### config.mk
export PLATFORM = sky130hd
export DESIGN_NAME = ir_ring_walker
export DESIGN_NICKNAME = d
export VERILOG_FILES = /design/src/rtl/ir_ring_pkg.sv /design/src/rtl/ir_ring_cfg.sv /design/src/rtl/ir_ring_chan.sv /design/src/rtl/ir_ring_arb.sv /design/src/rtl/ir_ring_walker.sv
export SDC_FILE = /design/constraint.sdc
export NUM_CORES = 1
export LEC_CHECK = 0
export BUFFER_PORTS_ARGS = -buffer_cell sky130_fd_sc_hd__buf_2
export CORE_MARGIN = 2
export CORE_UTILIZATION = 55
export CTS_CLUSTER_DIAMETER = 120
export CTS_CLUSTER_SIZE = 25
export DETAILED_ROUTE_END_ITERATION = 6
export MAX_ROUTING_LAYER = met4
export PLACE_DENSITY = 0.85
export SKIP_LAST_GASP = 1
export SLEW_MARGIN = 5
export SYNTH_ARGS = -nofsm -noshare
export SYNTH_HDL_FRONTEND = slang
export SYNTH_SLANG_ARGS = --single-unit
### constraint.sdc
create_clock -name clk -period 5.2 [get_ports clk]
set_clock_uncertainty 0.05 [all_clocks]
set_input_delay 1.04 -clock clk [delete_from_list [all_inputs] [get_ports clk]]
set_output_delay 1.04 -clock clk [all_outputs]
set_load 0.01 [all_outputs]
### src/rtl/ir_ring_pkg.sv
`timescale 1ns/1ps
package ir_ring_pkg;
   localparam int PTR_W      = 6;
   localparam int LEN_W      = 12;
   localparam int WORD_W     = 32;
   localparam int STAT_W     = 7;
   localparam int NCH        = 2;
   localparam int BASE_LSB   = 10;
   localparam int BASE_BITS  = 32 - BASE_LSB;

   localparam logic [2:0] REG_RX_PTR   = 3'd0;
   localparam logic [2:0] REG_TX_PTR   = 3'd1;
   localparam logic [2:0] REG_BASE_LO  = 3'd2;
   localparam logic [2:0] REG_BASE_MID = 3'd3;
   localparam logic [2:0] REG_BASE_HI  = 3'd4;
   localparam logic [2:0] REG_SIZE     = 3'd5;
   localparam logic [2:0] REG_PROMPT   = 3'd6;

   localparam int OWN_BIT    = 31;
   localparam int DONE_REQ   = 26;

   typedef enum logic [2:0] {
      CH_IDLE,
      CH_HEAD,
      CH_ADDR,
      CH_RUN,
      CH_WBACK
   } chan_st_e;
endpackage

### src/rtl/ir_ring_cfg.sv
`timescale 1ns/1ps
module ir_ring_cfg
   import ir_ring_pkg::*;
#(
   parameter int ADDR_W = 32
) (
   input  logic                     clk,
   input  logic                     rst_n,
   input  logic                     wr,
   input  logic [2:0]               addr,
   input  logic [7:0]               wdata,
   output logic [7:0]               rdata,
   input  logic [PTR_W-1:0]         rx_ptr,
   input  logic [PTR_W-1:0]         tx_ptr,
   output logic [ADDR_W-11:0]       base,
   output logic [PTR_W-1:0]         rx_mask,
   output logic [PTR_W-1:0]         tx_mask,
   output logic                     prompt
);
   localparam int HI_W = BASE_BITS - 16;

   logic [BASE_BITS-1:0] base_q;
   logic [7:0]           size_q;

   always_ff @(posedge clk or negedge rst_n) begin
      if (!rst_n) begin
         base_q <= '0;
         size_q <= '0;
         prompt <= 1'b0;
      end else begin
         prompt <= wr && (addr == REG_PROMPT) && wdata[0];
         if (wr) begin
            case (addr)
               REG_BASE_LO:  base_q[7:0]   <= wdata;
               REG_BASE_MID: base_q[15:8]  <= wdata;
               REG_BASE_HI:  base_q[BASE_BITS-1:16] <= wdata[HI_W-1:0];
               REG_SIZE:     size_q        <= wdata;
               default: ;
            endcase
         end
      end
   end

   always_comb begin
      case (addr)
         REG_RX_PTR:   rdata = {{(8-PTR_W){1'b0}}, rx_ptr};
         REG_TX_PTR:   rdata = {{(8-PTR_W){1'b0}}, tx_ptr};
         REG_BASE_LO:  rdata = base_q[7:0];
         REG_BASE_MID: rdata = base_q[15:8];
         REG_BASE_HI:  rdata = {{(8-HI_W){1'b0}}, base_q[BASE_BITS-1:16]};
         REG_SIZE:     rdata = size_q;
         default:      rdata = 8'h00;
      endcase
   end

   // ring size code is a thermometer; the pointer mask is that code above two ones
   assign rx_mask = {size_q[3:0], 2'b11};
   assign tx_mask = {size_q[7:4], 2'b11};
   assign base    = base_q[ADDR_W-11:0];
endmodule

### src/rtl/ir_ring_chan.sv
`timescale 1ns/1ps
module ir_ring_chan
   import ir_ring_pkg::*;
#(
   parameter int ADDR_W = 32,
   parameter bit IS_TX  = 1'b0
) (
   input  logic                 clk,
   input  logic                 rst_n,
   input  logic [ADDR_W-11:0]   base,
   input  logic [PTR_W-1:0]     mask,
   input  logic                 prompt,
   output logic                 req,
   output logic                 wr,
   output logic [ADDR_W-1:0]    addr,
   output logic [WORD_W-1:0]    wdata,
   input  logic                 ack,
   input  logic [WORD_W-1:0]    rdata,
   output logic [PTR_W-1:0]     ptr,
   output logic                 slot_vld,
   output logic [WORD_W-1:0]    slot_buf,
   output logic [LEN_W-1:0]     slot_len,
   output logic [7:0]           slot_ctl,
   input  logic                 fin,
   input  logic [LEN_W-1:0]     fin_len,
   input  logic [STAT_W-1:0]    fin_stat,
   output logic                 done_evt
);
   if (ADDR_W < 11 || ADDR_W > 32) begin : g_bad_aw
      $error("ir_ring_chan: ADDR_W must lie in 11..32");
   end

   chan_st_e          st;
   logic              pend;
   logic [WORD_W-1:0] w0;
   logic [WORD_W-1:0] buf_q;
   logic [LEN_W-1:0]  fin_len_q;
   logic [STAT_W-1:0] fin_stat_q;
   logic [PTR_W-1:0]  ptr_next;
   logic              done_want;
   logic [15:0]       len_field;
   logic [7:0]        ctl_field;

   assign ptr_next = (ptr + PTR_W'(1)) & mask;

   // transmit keeps its fields and reports underrun; receive reports status and length
   assign len_field = IS_TX ? w0[15:0] : {{(16-LEN_W){1'b0}}, fin_len_q};
   assign ctl_field = IS_TX ? {1'b0, w0[30:25], fin_stat_q[0]}
                            : {1'b0, fin_stat_q[6:1], 1'b0};
   assign done_want = IS_TX ? w0[DONE_REQ] : 1'b1;

   always_ff @(posedge clk or negedge rst_n) begin
      if (!rst_n) begin
         st         <= CH_IDLE;
         pend       <= 1'b0;
         ptr        <= '0;
         w0         <= '0;
         buf_q      <= '0;
         fin_len_q  <= '0;
         fin_stat_q <= '0;
         done_evt   <= 1'b0;
      end else begin
         done_evt <= 1'b0;
         if (prompt) pend <= 1'b1;
         case (st)
            CH_IDLE: begin
               if (pend || prompt) begin
                  st   <= CH_HEAD;
                  pend <= 1'b0;
               end
            end
            CH_HEAD: begin
               if (ack) begin
                  w0 <= rdata;
                  st <= rdata[OWN_BIT] ? CH_ADDR : CH_IDLE;
               end
            end
            CH_ADDR: begin
               if (ack) begin
                  buf_q <= rdata;
                  st    <= CH_RUN;
               end
            end
            CH_RUN: begin
               if (fin) begin
                  fin_len_q  <= fin_len;
                  fin_stat_q <= fin_stat;
                  st         <= CH_WBACK;
               end
            end
            CH_WBACK: begin
               if (ack) begin
                  ptr      <= ptr_next;
                  done_evt <= done_want;
                  st       <= CH_HEAD;
               end
            end
            default: st <= CH_IDLE;
         endcase
      end
   end

   assign req      = (st == CH_HEAD) || (st == CH_ADDR) || (st == CH_WBACK);
   assign wr       = (st == CH_WBACK);
   assign addr     = {base, IS_TX, ptr, (st == CH_ADDR), 2'b00};
   assign wdata    = {ctl_field, w0[23:16], len_field};
   assign slot_vld = (st == CH_RUN);
   assign slot_buf = buf_q;
   assign slot_len = w0[LEN_W-1:0];
   assign slot_ctl = w0[31:24];
endmodule

### src/rtl/ir_ring_arb.sv
`timescale 1ns/1ps
module ir_ring_arb #(
   parameter int N = 2,
   localparam int SEL_W = (N > 1) ? $clog2(N) : 1
) (
   input  logic             clk,
   input  logic             rst_n,
   input  logic [N-1:0]     req,
   input  logic             mem_ack,
   output logic             mem_req,
   output logic [SEL_W-1:0] sel,
   output logic [N-1:0]     ack
);
   if (N < 1) begin : g_bad_n
      $error("ir_ring_arb: N must be at least 1");
   end

   logic             busy;
   logic [SEL_W-1:0] pick;

   // lowest index wins when several ask in the same cycle
   always_comb begin
      pick = '0;
      for (int i = N - 1; i >= 0; i--) begin
         if (req[i]) pick = SEL_W'(i);
      end
   end

   always_ff @(posedge clk or negedge rst_n) begin
      if (!rst_n) begin
         busy <= 1'b0;
         sel  <= '0;
      end else if (!busy) begin
         if (|req) begin
            busy <= 1'b1;
            sel  <= pick;
         end
      end else if (mem_ack) begin
         busy <= 1'b0;
      end
   end

   assign mem_req = busy && req[sel];

   for (genvar g = 0; g < N; g++) begin : g_ack
      assign ack[g] = busy && mem_ack && (sel == SEL_W'(g));
   end
endmodule

### src/rtl/ir_ring_walker.sv
`timescale 1ns/1ps
module ir_ring_walker
   import ir_ring_pkg::*;
#(
   parameter int ADDR_W = 32
) (
   input  logic              clk,
   input  logic              rst_n,
   input  logic              reg_wr,
   input  logic [2:0]        reg_addr,
   input  logic [7:0]        reg_wdata,
   output logic [7:0]        reg_rdata,
   output logic              mem_req,
   output logic              mem_wr,
   output logic [ADDR_W-1:0] mem_addr,
   output logic [31:0]       mem_wdata,
   input  logic              mem_ack,
   input  logic [31:0]       mem_rdata,
   output logic              rx_slot_vld,
   output logic [31:0]       rx_slot_buf,
   output logic [11:0]       rx_slot_len,
   output logic [7:0]        rx_slot_ctl,
   input  logic              rx_fin,
   input  logic [11:0]       rx_fin_len,
   input  logic [5:0]        rx_fin_stat,
   output logic              rx_done_evt,
   output logic              tx_slot_vld,
   output logic [31:0]       tx_slot_buf,
   output logic [11:0]       tx_slot_len,
   output logic [7:0]        tx_slot_ctl,
   input  logic              tx_fin,
   input  logic              tx_fin_under,
   output logic              tx_done_evt
);
   localparam int SEL_W = (NCH > 1) ? $clog2(NCH) : 1;

   if (ADDR_W < 11 || ADDR_W > 32) begin : g_bad_aw
      $error("ir_ring_walker: ADDR_W must lie in 11..32");
   end

   logic [ADDR_W-11:0] base;
   logic [PTR_W-1:0]   mask   [NCH];
   logic [PTR_W-1:0]   ptr    [NCH];
   logic               prompt;

   logic [NCH-1:0]     ch_req;
   logic [NCH-1:0]     ch_ack;
   logic               ch_wr    [NCH];
   logic [ADDR_W-1:0]  ch_addr  [NCH];
   logic [WORD_W-1:0]  ch_wdata [NCH];
   logic               ch_vld   [NCH];
   logic [WORD_W-1:0]  ch_buf   [NCH];
   logic [LEN_W-1:0]   ch_len   [NCH];
   logic [7:0]         ch_ctl   [NCH];
   logic               ch_fin   [NCH];
   logic [LEN_W-1:0]   ch_flen  [NCH];
   logic [STAT_W-1:0]  ch_fstat [NCH];
   logic               ch_evt   [NCH];
   logic [SEL_W-1:0]   sel;
   logic [PTR_W-1:0]   rx_ptr;
   logic [PTR_W-1:0]   tx_ptr;

   ir_ring_cfg #(.ADDR_W(ADDR_W)) u_cfg (
      .clk     (clk),
      .rst_n   (rst_n),
      .wr      (reg_wr),
      .addr    (reg_addr),
      .wdata   (reg_wdata),
      .rdata   (reg_rdata),
      .rx_ptr  (rx_ptr),
      .tx_ptr  (tx_ptr),
      .base    (base),
      .rx_mask (mask[0]),
      .tx_mask (mask[1]),
      .prompt  (prompt)
   );

   // channel 0 walks the receive ring, channel 1 the transmit ring
   assign ch_fin[0]   = rx_fin;
   assign ch_flen[0]  = rx_fin_len;
   assign ch_fstat[0] = {rx_fin_stat, 1'b0};
   assign ch_fin[1]   = tx_fin;
   assign ch_flen[1]  = '0;
   assign ch_fstat[1] = {{(STAT_W-1){1'b0}}, tx_fin_under};

   for (genvar gi = 0; gi < NCH; gi++) begin : g_chan
      ir_ring_chan #(.ADDR_W(ADDR_W), .IS_TX(gi == 1)) u_chan (
         .clk      (clk),
         .rst_n    (rst_n),
         .base     (base),
         .mask     (mask[gi]),
         .prompt   (prompt),
         .req      (ch_req[gi]),
         .wr       (ch_wr[gi]),
         .addr     (ch_addr[gi]),
         .wdata    (ch_wdata[gi]),
         .ack      (ch_ack[gi]),
         .rdata    (mem_rdata),
         .ptr      (ptr[gi]),
         .slot_vld (ch_vld[gi]),
         .slot_buf (ch_buf[gi]),
         .slot_len (ch_len[gi]),
         .slot_ctl (ch_ctl[gi]),
         .fin      (ch_fin[gi]),
         .fin_len  (ch_flen[gi]),
         .fin_stat (ch_fstat[gi]),
         .done_evt (ch_evt[gi])
      );
   end

   ir_ring_arb #(.N(NCH)) u_arb (
      .clk     (clk),
      .rst_n   (rst_n),
      .req     (ch_req),
      .mem_ack (mem_ack),
      .mem_req (mem_req),
      .sel     (sel),
      .ack     (ch_ack)
   );

   assign mem_wr    = ch_wr[sel];
   assign mem_addr  = ch_addr[sel];
   assign mem_wdata = ch_wdata[sel];

   assign rx_ptr      = ptr[0];
   assign tx_ptr      = ptr[1];
   assign rx_slot_vld = ch_vld[0];
   assign rx_slot_buf = ch_buf[0];
   assign rx_slot_len = ch_len[0];
   assign rx_slot_ctl = ch_ctl[0];
   assign rx_done_evt = ch_evt[0];
   assign tx_slot_vld = ch_vld[1];
   assign tx_slot_buf = ch_buf[1];
   assign tx_slot_len = ch_len[1];
   assign tx_slot_ctl = ch_ctl[1];
   assign tx_done_evt = ch_evt[1];
endmodule

# Yosys cells after proc, flatten, opt, wreduce, memory -nomap -nowiden

Index checks and enable logic that the tools add are counted.

Register bits: 202
Input port bits: 68
Output and inout port bits: 182
Logic and storage cells: 126

Add/subtract/negate cells: 2
Order comparisons: 2
Equality and inequality tests: 24
Muxes and demuxes: 40
Bitwise logic cells: 5
Reduce and logical (&&, ||, !) cells: 31

Operators by type and width:

| kind                | number |
|---|---|
| $mux 32             | 4 |
| $pmux 8 s6          | 1 |
| $mux 31             | 1 |
| $mux 3              | 10 |
| $pmux 3 s5          | 2 |
| $reduce_and 2->1    | 13 |
| $mux 1              | 20 |
| $eq 3x2->1 const B  | 6 |
| $ne 2x1->1 const B  | 8 |
| $eq 3x3->1 const B  | 5 |
| $add 6x1->6 const B | 2 |
| $and 6x6->6         | 2 |
| $mux 10             | 1 |
| $reduce_and 5->1    | 2 |
| $eq 3x1->1 const B  | 3 |
| $logic_not 3->1     | 3 |
| $logic_and 1x1->1   | 6 |
| $logic_or 1x1->1    | 6 |
| $ne 2x2->1 const B  | 2 |
| $ge 2x2->1 const B  | 1 |
| $lt 1x2->1 const B  | 1 |
| $mux 2              | 1 |
| $not 1->1           | 2 |
| $not 1->2           | 1 |
| $reduce_or 2->1     | 1 |

# Logic depth before layout (Yosys ltp)

Gate-level depths: netlist of run 1.

Depth in word-level cells: 6
Mapped depth: 6
Gate-level depth less buffers: 4

# By module

From an unflattened synthesis of run 1, not the netlist that was laid out.

Cells, all modules: 740
Area total of the unflattened synthesis: 10277.4 µm²

Modules (own cells, without submodules):

| module                          | times used | cells each | area each (µm²) | seq. area each (µm²) |
|---|---|---|---|---|
| ir_ring_chan (g_chan[0].u_chan) | 1          | 272        | 3965.1          | 2227.1 |
| ir_ring_chan (g_chan[1].u_chan) | 1          | 258        | 3575.9          | 1901.8 |
| ir_ring_cfg                     | 1          | 125        | 1625.3          | 775.7 |
| ir_ring_walker                  | 1          | 73         | 996.0           | 0.0 |
| ir_ring_arb                     | 1          | 12         | 115.1           | 50.0 |

# Worst setup path before layout of run 1

Ideal clock, no wire load.

Path type: input -> output
Start point: in reg_addr[0]
End point: out reg_rdata[2]
Arrival time: 1.931 ns
Required time: 4.110 ns
Path slack: 2.179 ns
Cell stages on the path: 4
Path through: buf_2 > buf_1 > a31oi_1 > o21ai_0

Cells in the longest elaborated chain, start to end: 2
Elaborated cells between the ends (all ways): 7

Ends and longest elaborated chain:

| item                                     | RTL line             | RTL |
|---|---|---|
| start: declaration                       | ir_ring_walker.sv:10 | `input logic [2:0] reg_addr,` |
| $eq 3x3->1, or another cell as far along | ir_ring_cfg.sv:45    | `case (addr)` |
| $pmux 8 s6 (*)                           | ir_ring_cfg.sv:45    |  |
| end: declaration                         | ir_ring_walker.sv:12 | `output logic [7:0] reg_rdata,` |

Mark *: on every way between the ends. The rest lies on a longest branch, timed or not.

# Final worst setup path of run 1

Start point: in reg_addr[0]
End point: out reg_rdata[5]

Same word-level chain as after synthesis.

==> impl_metrics.csv, run 1 <==
group,metric,value,unit
status,status,"completed",
clocking,path_clk_slew,0.07,ns
pwr,fin_total_pwr,6.15,mW
global_route,grt_max_degree,125,
sta,final_max_slew_viol_count,0,
clocking,cts.sinks,198,
placed_design,dpl_worst_slack,1.90,ns
routing,num_vias,5900,
critical_path,required,4.11,ns
clocking,cts_setup_buffers,0,
clocking,numCtsBuffers,17,
layout,stdcell_area,10700,µm²
yosys,synth_seq_cells,198,
sta,finalSetupViolations,0,
global_route,grt_pass1_vias,5838,
floorplan,die_w,133,µm
sta,worst_slack,1.89,ns
global_route,gr-total-overflow,0,
sta,min_period,3.31,ns
pwr,max-vdd-ir-drop,0.254,mV
yosys,async_flop_share,1.00,
sta,timing.slew.headroom,0.249,
worst_hold_path,hold_path_class,"reg2reg",
yosys,ys_seq_area_frac,0.544,
yosys,syn_area,9110,µm²
floorplan,io_pins,250,
sta,tns,0,ns
placed_design,gp_congestion,0.902,
sta,hold_ws,0.434,ns
sta,worst_pin_slew,1.13,ns
routing,antenna_violating_nets_post_route,0,
routing,firstDrtPassIters,4,
clocking,cts_tree,"done",
floorplan,rows,47,
layout,fin_cells,1082,
floorplan,dieArea,17600,µm²
layout,syn_to_final_growth,18.0,%
placed_design,port_buffers,246,
critical_path,worstPathArrival,2.22,ns
yosys,yosysUniqueCellTypes,48,
global_route,grt_use_total,0.247,
routing,drt_iter0_markers,360,
yosys,synthFlopType,"dfrtp_1",
sta,hold_violations,0,
layout,register_area,4960,µm²
floorplan,die_h,133,µm
critical_path,crit_path_end_kind,"primary output",
routing,wl_per_cell,19.3,µm
critical_path,startpoint_type,"primary input",
yosys,syn_area_per_cell,13.9,µm²
routing,wl,20.9,mm
layout,fillCellCount,1193,
clocking,cts-root-buf,"clkbuf_16",
layout,fin_nets,918,
yosys,synth_edf_count,0,
yosys,synthCells,654,
layout,multi_input_area,3600,µm²
yosys,synthTopCellsByArea,"dfrtp_1 (54%), mux2_2 (19%), mux2_4 (8.2%)",
floorplan,core,16400,µm²
yosys,synth.top_cell.area_share,0.544,
global_route,antenna_found_initial,1,
global_route,grt_pass1_wl,32.9,mm
pwr,leakage,5.58,nW
clocking,htree_levels,4,
floorplan,start_util,0.555,
layout,drive_gt1_frac,0.568,
clocking,cts_buffer_depth,2,
sta,finalCritPeriodShare,0.636,
layout,final_util,0.655,
critical_path,crit_type,"in2out",
routing,drc,0,
pwr,powerDensity,573,nW/µm²
placed_design,placedCellCount,1049,
critical_path,r2r_slack,1.99,ns
clocking,cts_hold_buf,0,
clocking,clk-insertion-delay-late,0.42,ns
clocking,cts_resized,0,
critical_path,path_max_fanout,27,
placed_design,dpl-instance-area,10100,µm²
job,drv_cap,0,
sta,fmax,302,MHz
yosys,synth_area_leader_cell,"dfrtp_1",
sta,rsz0062_at_grt,"no",
routing,viasPerCell,5.45,
placed_design,hpwl,14.4,mm
yosys,ys_warn_count,0,
critical path, cell delays in order:
cell      delay [ns]
buf_2           0.43
mux2i_1         0.25
nor2_1          0.06
a31oi_1         0.15
o221ai_1        0.13
buf_2           0.16
final timing paths:
check,startpoint,endpoint,cells past startpoint
max in group asynchronous,rst_n,g_chan[0].u_chan.ptr[2],2
min reg2reg,g_chan[1].u_chan.slot_buf[15],g_chan[1].u_chan.slot_buf[15],1
max reg2reg,u_arb.sel,g_chan[1].u_chan.w0[8],4
min in group asynchronous,rst_n,g_chan[0].u_chan.slot_buf[18],1
max,reg_addr[0],reg_rdata[5],6
min,g_chan[1].u_chan.slot_buf[15],g_chan[1].u_chan.slot_buf[15],1
metal layers:
layer,share of wire,up-vias,track usage,wire (µm)
met1,0.42,2981,0.314,8840
li1,-,2670,-,-
met2,0.50,229,0.404,10500
met3,0.061,20,0.0529,1280
met4,0.013,0,0.0687,280
met5,0,-,-,0
cell usage in the layout, fill, tap and decap left out, drive strengths merged, types with 2 or more instances in the layout:
cell,Yosys,layout
nand3b,8,8
xnor2,3,3
buf,69,250
and3,5,5
ha,2,2
nand2,19,19
nor2b,7,7
nand2b,4,4
dfrtp,198,198
nor2,18,18
nand4b,2,2
nor3b,4,4
clkinvlp,0,2
inv,6,13
o32a,2,2
nand3,10,10
o22ai,5,5
conb,1,3
a21oi,13,13
or4b,2,2
mux2i,13,13
a31oi,4,4
nor4b,2,2
and2,7,7
o221ai,4,4
nor3,3,3
clkbuf,9,20
mux2,205,205
a211oi,4,4
a211o,2,2
o21ai,14,14
clkinv,0,3
Yosys cell counts, types with 6 or more instances:
cell and n:
dfrtp_1 198, and2_1 7, inv_1 6, a21oi_1 13, mux2_4 50, nor2_1 18
mux2i_1 13, nand2_1 19, buf_2 10, o21ai_0 14, clkbuf_1 9, buf_4 48
nand3_1 9, nor2b_1 7, mux2_2 150, nand3b_1 7
cell type report:
cell class / count / share of cell area
clock buffers: 19 / 0.0412
diodes: 1 / 0.000233
repair buffers: 251 / 0.120
inverters: 6 / 0.00210
well taps: 220 / 0.0256
multi-input cells: 374 / 0.335
clock inverters: 13 / 0.0149
flip-flops and latches: 198 / 0.461
sequential cells by signal, summed over array words and instances, names as in the netlist:
signal / flops
u_cfg.size_q: 8
g_chan.u_chan.done_evt: 2
g_chan.u_chan.slot_buf: 64
g_chan.u_chan.st: 6
u_cfg.prompt: 1
g_chan.u_chan.fin_stat_q: 7
g_chan.u_chan.fin_len_q: 12
u_cfg.base: 22
g_chan.u_chan.pend: 2
u_arb.busy: 1
g_chan.u_chan.ptr: 12
g_chan.u_chan.w0: 60
u_arb.sel: 1
report_power, final:
group | leakage (nW) | switching (mW) | internal, mW | total, mW
clock | 0.290 | 0.631 | 0.703 | 1.33
sequential | 2.51 | 0.478 | 2.14 | 2.62
combinational | 2.78 | 0.983 | 1.22 | 2.20
total | 5.58 | 2.09 | 4.06 | 6.15
cells by family (layout without fill, tap and decap cells):
kind of cell    count (synthesis)  in the layout  synth area share
mux                           218            218             0.288
flops                         198            198             0.544
simple gates                   93             93            0.0600
buf+inv                        84            289            0.0627
compound gates                 54             54            0.0378
xor+xnor                        4              4           0.00385
fa+ha+maj                       2              2           0.00275
other cells                     1              4          0.000412
No activity file was read; power rests on OpenSTA's default activity.
==> inputs of run 2 (changes only) <==
--- a/config.mk
+++ b/config.mk
@@ -7,12 +7,12 @@
 export LEC_CHECK = 0
 export BUFFER_PORTS_ARGS = -buffer_cell sky130_fd_sc_hd__buf_2
 export CORE_MARGIN = 2
-export CORE_UTILIZATION = 55
+export CORE_UTILIZATION = 53
 export CTS_CLUSTER_DIAMETER = 120
 export CTS_CLUSTER_SIZE = 25
 export DETAILED_ROUTE_END_ITERATION = 6
 export MAX_ROUTING_LAYER = met4
-export PLACE_DENSITY = 0.85
+export PLACE_DENSITY = 0.83
 export SKIP_LAST_GASP = 1
 export SLEW_MARGIN = 5
 export SYNTH_ARGS = -nofsm -noshare
==> constraint.sdc (replaced) <==
create_clock -name clk -period 3.3 [get_ports clk]
set_clock_uncertainty 0.05 [all_clocks]
set_input_delay 0.66 -clock clk [delete_from_list [all_inputs] [get_ports clk]]
set_output_delay 0.66 -clock clk [all_outputs]
set_load 0.01 [all_outputs]
==> run 2 against run 1 <==
  * Clock power rose by 58%
  * Routed wire length rose by 0.66%
  * Largest power group unchanged
  * Highest routed layer unchanged
  * Critical endpoint is now mem_addr[6]
  * Critical path depth fell by 3
  * Die area rose by 3.7%
==> impl_metrics.csv, run 2 (same netlist as run 1, synthesis figures left out) <==
group,metric,value,unit
status,status,"completed",
worst_hold_path,hold_path_class,"in2async",
routing,num_vias,5953,
critical_path,rr_worst_depth,4,
global_route,grt_use_total,0.240,
sta,finalCritPeriodShare,0.857,
pwr,leakage,5.61,nW
clocking,cts_buffer_depth,2,
critical_path,slowest_stage,"dfrtp_2",
layout,multi_input_area,3600,µm²
clocking,cts_resized,0,
critical_path,slowest_delay,0.73,ns
global_route,gr-total-overflow,0,
layout,final_util,0.646,
clocking,cts_tree,"done",
placed_design,placedCellCount,1052,
placed_design,gp_congestion,0.875,
global_route,grt_pass1_wl,32.9,mm
critical_path,reg2reg_to,"g_chan[0].u_chan.slot_buf[16]",
critical_path,r2r_start,"u_arb.sel",
layout,most-common-layout-cells,"buf_2 (245), dfrtp_1 (197), mux2_2 (150)",
critical_path,startpoint_type,"flop",
critical_path,r2r_slack,0.88,ns
layout,largest_reg_flops,64,
floorplan,die_h,135,µm
layout,final_common_cell,"buf_2",
clocking,cts_setup_buffers,0,
routing,firstDrtPassIters,5,
sta,finalSetupViolations,0,
floorplan,start_util,0.545,
floorplan,dieArea,18200,µm²
clocking,clk-insertion-delay-late,0.43,ns
layout,fin_nets,921,
layout,fin_cells,1086,
routing,drc,0,
sta,rsz0062_at_grt,"no",
sta,worst_pin_slew,0.744,ns
critical_path,crit_type,"reg2out",
sta,hold_violations,0,
clocking,cts.sinks,198,
floorplan,rows,47,
sta,min_period,2.83,ns
critical_path,worstPathArrival,2.12,ns
clocking,cts-root-buf,"clkbuf_16",
global_route,grt_pass1_vias,6066,
pwr,powerDensity,900,nW/µm²
sta,tns,0,ns
sta,fmax,354,MHz
clocking,path_clk_slew,0.07,ns
pwr,max-vdd-ir-drop,0.418,mV
routing,viasPerCell,5.48,
clocking,cts_hold_buf,0,
global_route,grt_max_degree,77,
layout,syn_to_final_growth,18.5,%
clocking,htree_levels,4,
layout,drive_gt1_frac,0.571,
critical_path,path_max_fanout,26,
routing,antenna_violating_nets_post_route,0,
floorplan,die_w,135,µm
pwr,fin_total_pwr,9.71,mW
placed_design,hpwl,14.7,mm
critical_path,crit_path_end_kind,"primary output",
routing,drt_iter0_markers,225,
sta,final_max_slew_viol_count,0,
job,drv_cap,0,
critical_path,required,2.59,ns
critical_path,cp_cell_sequence,"buf_4 -> mux2_2 -> buf_2",
layout,fillCellCount,1229,
sta,hold_ws,0.211,ns
layout,register_area,4960,µm²
floorplan,core,16700,µm²
sta,timing.slew.headroom,0.502,
clocking,numCtsBuffers,17,
placed_design,port_buffers,246,
floorplan,io_pins,250,
routing,wl_per_cell,19.4,µm
routing,wl,21.0,mm
global_route,antenna_found_initial,2,
## run 2: changes by cell type in the layout (fill, tap and decap cells not counted)
cell        before  now
clkinvlp_4       2    0
buf_4            4    6
clkbuf_1         1    0
clkinv_4         1    3
inv_6            2    3
buf_12           1    2
clkinv_2         0    1
inv_8            5    2
clkinv_8         2    3
clkbuf_8         2    3
diode_2          1    2
## run 2: cell type report
type / instances / area share
clock inverters: 13 / 0.0147
inverters: 6 / 0.00209
diodes: 2 / 0.000464
clock buffers: 19 / 0.0420
multi-input cells: 374 / 0.333
well taps: 220 / 0.0255
repair buffers: 254 / 0.123
flip-flops and latches: 198 / 0.459
## run 2: worst max path at each step
| stage | startpoint | to | slack [ns] | depth (start not counted) |
|---|---|---|---|---|
| 6_report | u_arb.sel | mem_addr[6] | 0.47 | 3 |
| 5_1_grt | u_arb.sel | mem_req | 0.34 | 4 |
| 4_1_cts | u_arb.sel | mem_addr[3] | 0.42 | 3 |
| 3_5_place_dp | reg_addr[0] | reg_rdata[5] | 0.78 | 6 |
| 3_3_place_gp | reg_addr[0] | reg_rdata[0] | 0.80 | 6 |
| 2_1_floorplan | reg_addr[0] | reg_rdata[2] | 1.04 | 4 |
## run 2: stage by stage
| stage | cell area (µm²) | worst slack (ns) |
|---|---|---|
| 6_report | 10800 | 0.472 |
| 5_1_grt | 10800 | 0.344 |
| 4_1_cts | 10800 | 0.416 |
| 3_5_place_dp | 10200 | 0.777 |
| 3_3_place_gp | 10200 | 0.801 |
| 2_1_floorplan | 9110 | 1.04 |
## run 2: critical path: cells and delay by family, from the launching register on
kind	cells	cell delay (ns)
muxes	1	0.39
DFF	1	0.73
buffers and inverters	2	0.58
## run 2: routing by layer
| layer | routed length, µm | vias to the layer above | track usage |
|---|---|---|---|
| met3 | 1320 | 34 | 0.0541 |
| met4 | 471 | 0 | 0.0764 |
| li1 | - | 2681 | - |
| met2 | 10300 | 230 | 0.399 |
| met1 | 8970 | 3008 | 0.293 |
| met5 | 0 | - | - |
## run 2: where the power goes
group	leakage [nW]	internal (mW)	switching [mW]
registers	2.51	3.38	0.720
clock network	0.301	1.12	0.977
logic	2.80	1.93	1.59
==> inputs of run 3 (changes only) <==
==> constraint.sdc (replaced) <==
create_clock -name clk -period 2.9 [get_ports clk]
set_clock_uncertainty 0.05 [all_clocks]
set_input_delay 0.58 -clock clk [delete_from_list [all_inputs] [get_ports clk]]
set_output_delay 0.58 -clock clk [all_outputs]
set_load 0.01 [all_outputs]
==> run 3 against run 2 <==
  * Sequential share of layout area about the same
  * Largest cell class unchanged
  * Non-clock buffer count grew 5
  * Die area is the same
==> impl_metrics.csv, run 3 (same netlist as run 1, synthesis figures left out) <==
group,metric,value,unit
critical_path,startpoint_type,"flop",
pwr,sw_frac_of_total,0.341,
routing,antenna_violating_nets_post_route,0,
pwr,powerDensity,1010,nW/µm²
clocking,numCtsBuffers,17,
placed_design,hpwl,14.8,mm
routing,viasPerCell,5.43,
layout,fillCellCount,1245,
critical_path,required,2.27,ns
pwr,fin_total_pwr,10.9,mW
clocking,cts-root-buf,"clkbuf_16",
global_route,grt_max_degree,86,
status,status,"completed",
sta,hold_violations,0,
critical_path,r2r_start,"u_arb.busy",
clocking,cts.sinks,198,
pwr,p_int,7.19,mW
clocking,cts_setup_buffers,0,
critical_path,rr_worst_depth,4,
floorplan,rows,47,
routing,wl_per_cell,18.9,µm
floorplan,start_util,0.545,
global_route,gr-total-overflow,0,
routing,firstDrtPassIters,4,
sta,final_max_slew_viol_count,0,
pwr,p_comb_frac,0.370,
critical_path,r2r_slack,0.74,ns
sta,worst_pin_slew,0.682,ns
placed_design,port_buffers,246,
sta,min_period,2.47,ns
sta,fmax,406,MHz
layout,syn_to_final_growth,18.4,%
global_route,grt_pass1_wl,32.5,mm
layout,largest_reg_flops,64,
floorplan,io_pins,250,
critical_path,worst-path-buf-inv,1,
clocking,cts_tree,"done",
layout,final_common_cell,"buf_2",
clocking,cts_resized,0,
layout,most-common-layout-cells,"buf_2 (245), dfrtp_1 (197), mux2_2 (150)",
critical_path,crit_family,"simple AND/OR/NAND/NOR gates",
critical_path,setup.worst_path.start,"g_chan[1].u_chan.st[2]",
routing,drc,0,
pwr,switchingPower,3.71,mW
layout,fin_nets,926,
routing,num_vias,5928,
critical_path,slowest_stage,"dfrtp_1",
placed_design,dpl_worst_slack,0.492,ns
sta,tns,0,ns
floorplan,core,16700,µm²
floorplan,die_h,135,µm
pwr,max-vdd-ir-drop,0.541,mV
global_route,antenna_found_initial,2,
routing,wl,20.7,mm
placed_design,gp_congestion,0.884,
floorplan,dieArea,18200,µm²
routing,drt_iter0_markers,219,
worst_hold_path,hold_path_class,"in2async",
critical_path,crit_path_end_kind,"primary output",
critical_path,path_max_fanout,8,
sta,timing.slew.headroom,0.545,
clocking,cts_buffer_depth,2,
sta,finalCritPeriodShare,0.850,
clocking,clk-insertion-delay-late,0.42,ns
job,drv_cap,0,
global_route,grt_use_total,0.236,
critical_path,worstPathArrival,1.84,ns
layout,drive_gt1_frac,0.572,
pwr,leakage,5.61,nW
critical_path,crit_type,"reg2out",
clocking,cts_hold_buf,0,
critical_path,slowest_delay,0.56,ns
pwr,clkPwrFrac,0.206,
critical_path,reg2reg_to,"g_chan[0].u_chan.slot_buf[29]",
floorplan,die_w,135,µm
clocking,path_clk_slew,0.08,ns
sta,finalSetupViolations,0,
sta,rsz0062_at_grt,"no",
sta,worst_slack,0.435,ns
global_route,grt_pass1_vias,6038,
pwr,sequentialPowerShare,0.423,
clocking,htree_levels,4,
critical_path,cp_cell_sequence,"nor3b_1 -> nand2_1 -> o21ai_0 -> buf_2",
[run 3: worst max-delay path by stage]
stage	endpoint	slack [ns]	cells after the start
after global routing	mem_wr	0.24	4
after detailed placement	reg_rdata[0]	0.49	6
after floorplan	reg_rdata[2]	0.80	4
after CTS	mem_wr	0.37	4
final	mem_wr	0.43	4
after global placement	reg_rdata[0]	0.55	6
[run 3: power by group through the flow]
stage                     sequential, mW  clock [mW]  combinational (mW)
after floorplan                     4.64           0                2.66
after global placement              4.59           0                3.96
after detailed placement            4.66           0                4.07
after CTS                           4.61        2.29                4.08
after global routing                4.76        2.41                4.34
final                               4.61        2.25                4.04
[run 3: metal layers]
layer,up-vias,wire length (µm),global-route usage
met2,212,10300,0.399
met3,25,1270,0.0450
li1,2695,-,-
met4,0,414,0.0781
met1,2996,8700,0.288
met5,-,0,-
[run 3: cell type report]
type	instances	area [µm²]	share of cell area
Inverter	6	22.5	0.00209
Timing Repair Buffer	259	1360	0.126
Antenna cell	2	5.00	0.000464
Tap cell	220	275	0.0255
Clock inverter	14	134	0.0124
Multi-Input combinational cell	374	3600	0.334
Clock buffer	18	429	0.0398
Sequential cell	198	4960	0.460
[run 3: stage by stage]
stage / instance area (µm²) / std cells / hold WS [ns] / util
after floorplan: 9110 / 656 / 0.234 / -
after global placement: 10200 / 1057 / 0.411 / 0.612
after detailed placement: 10200 / 1057 / 0.419 / 0.612
after CTS: 10800 / 1089 / 0.164 / 0.645
after global routing: 10800 / 1091 / 0.186 / 0.646
final: 10800 / 1091 / 0.130 / 0.646
[run 3: worst reg2reg max path: stages, from the launching register on]
cell,delay [ns]
dfrtp_1,0.51
nand3b_4,0.12
or4b_2,0.61
buf_4,0.35
mux2_4,0.41
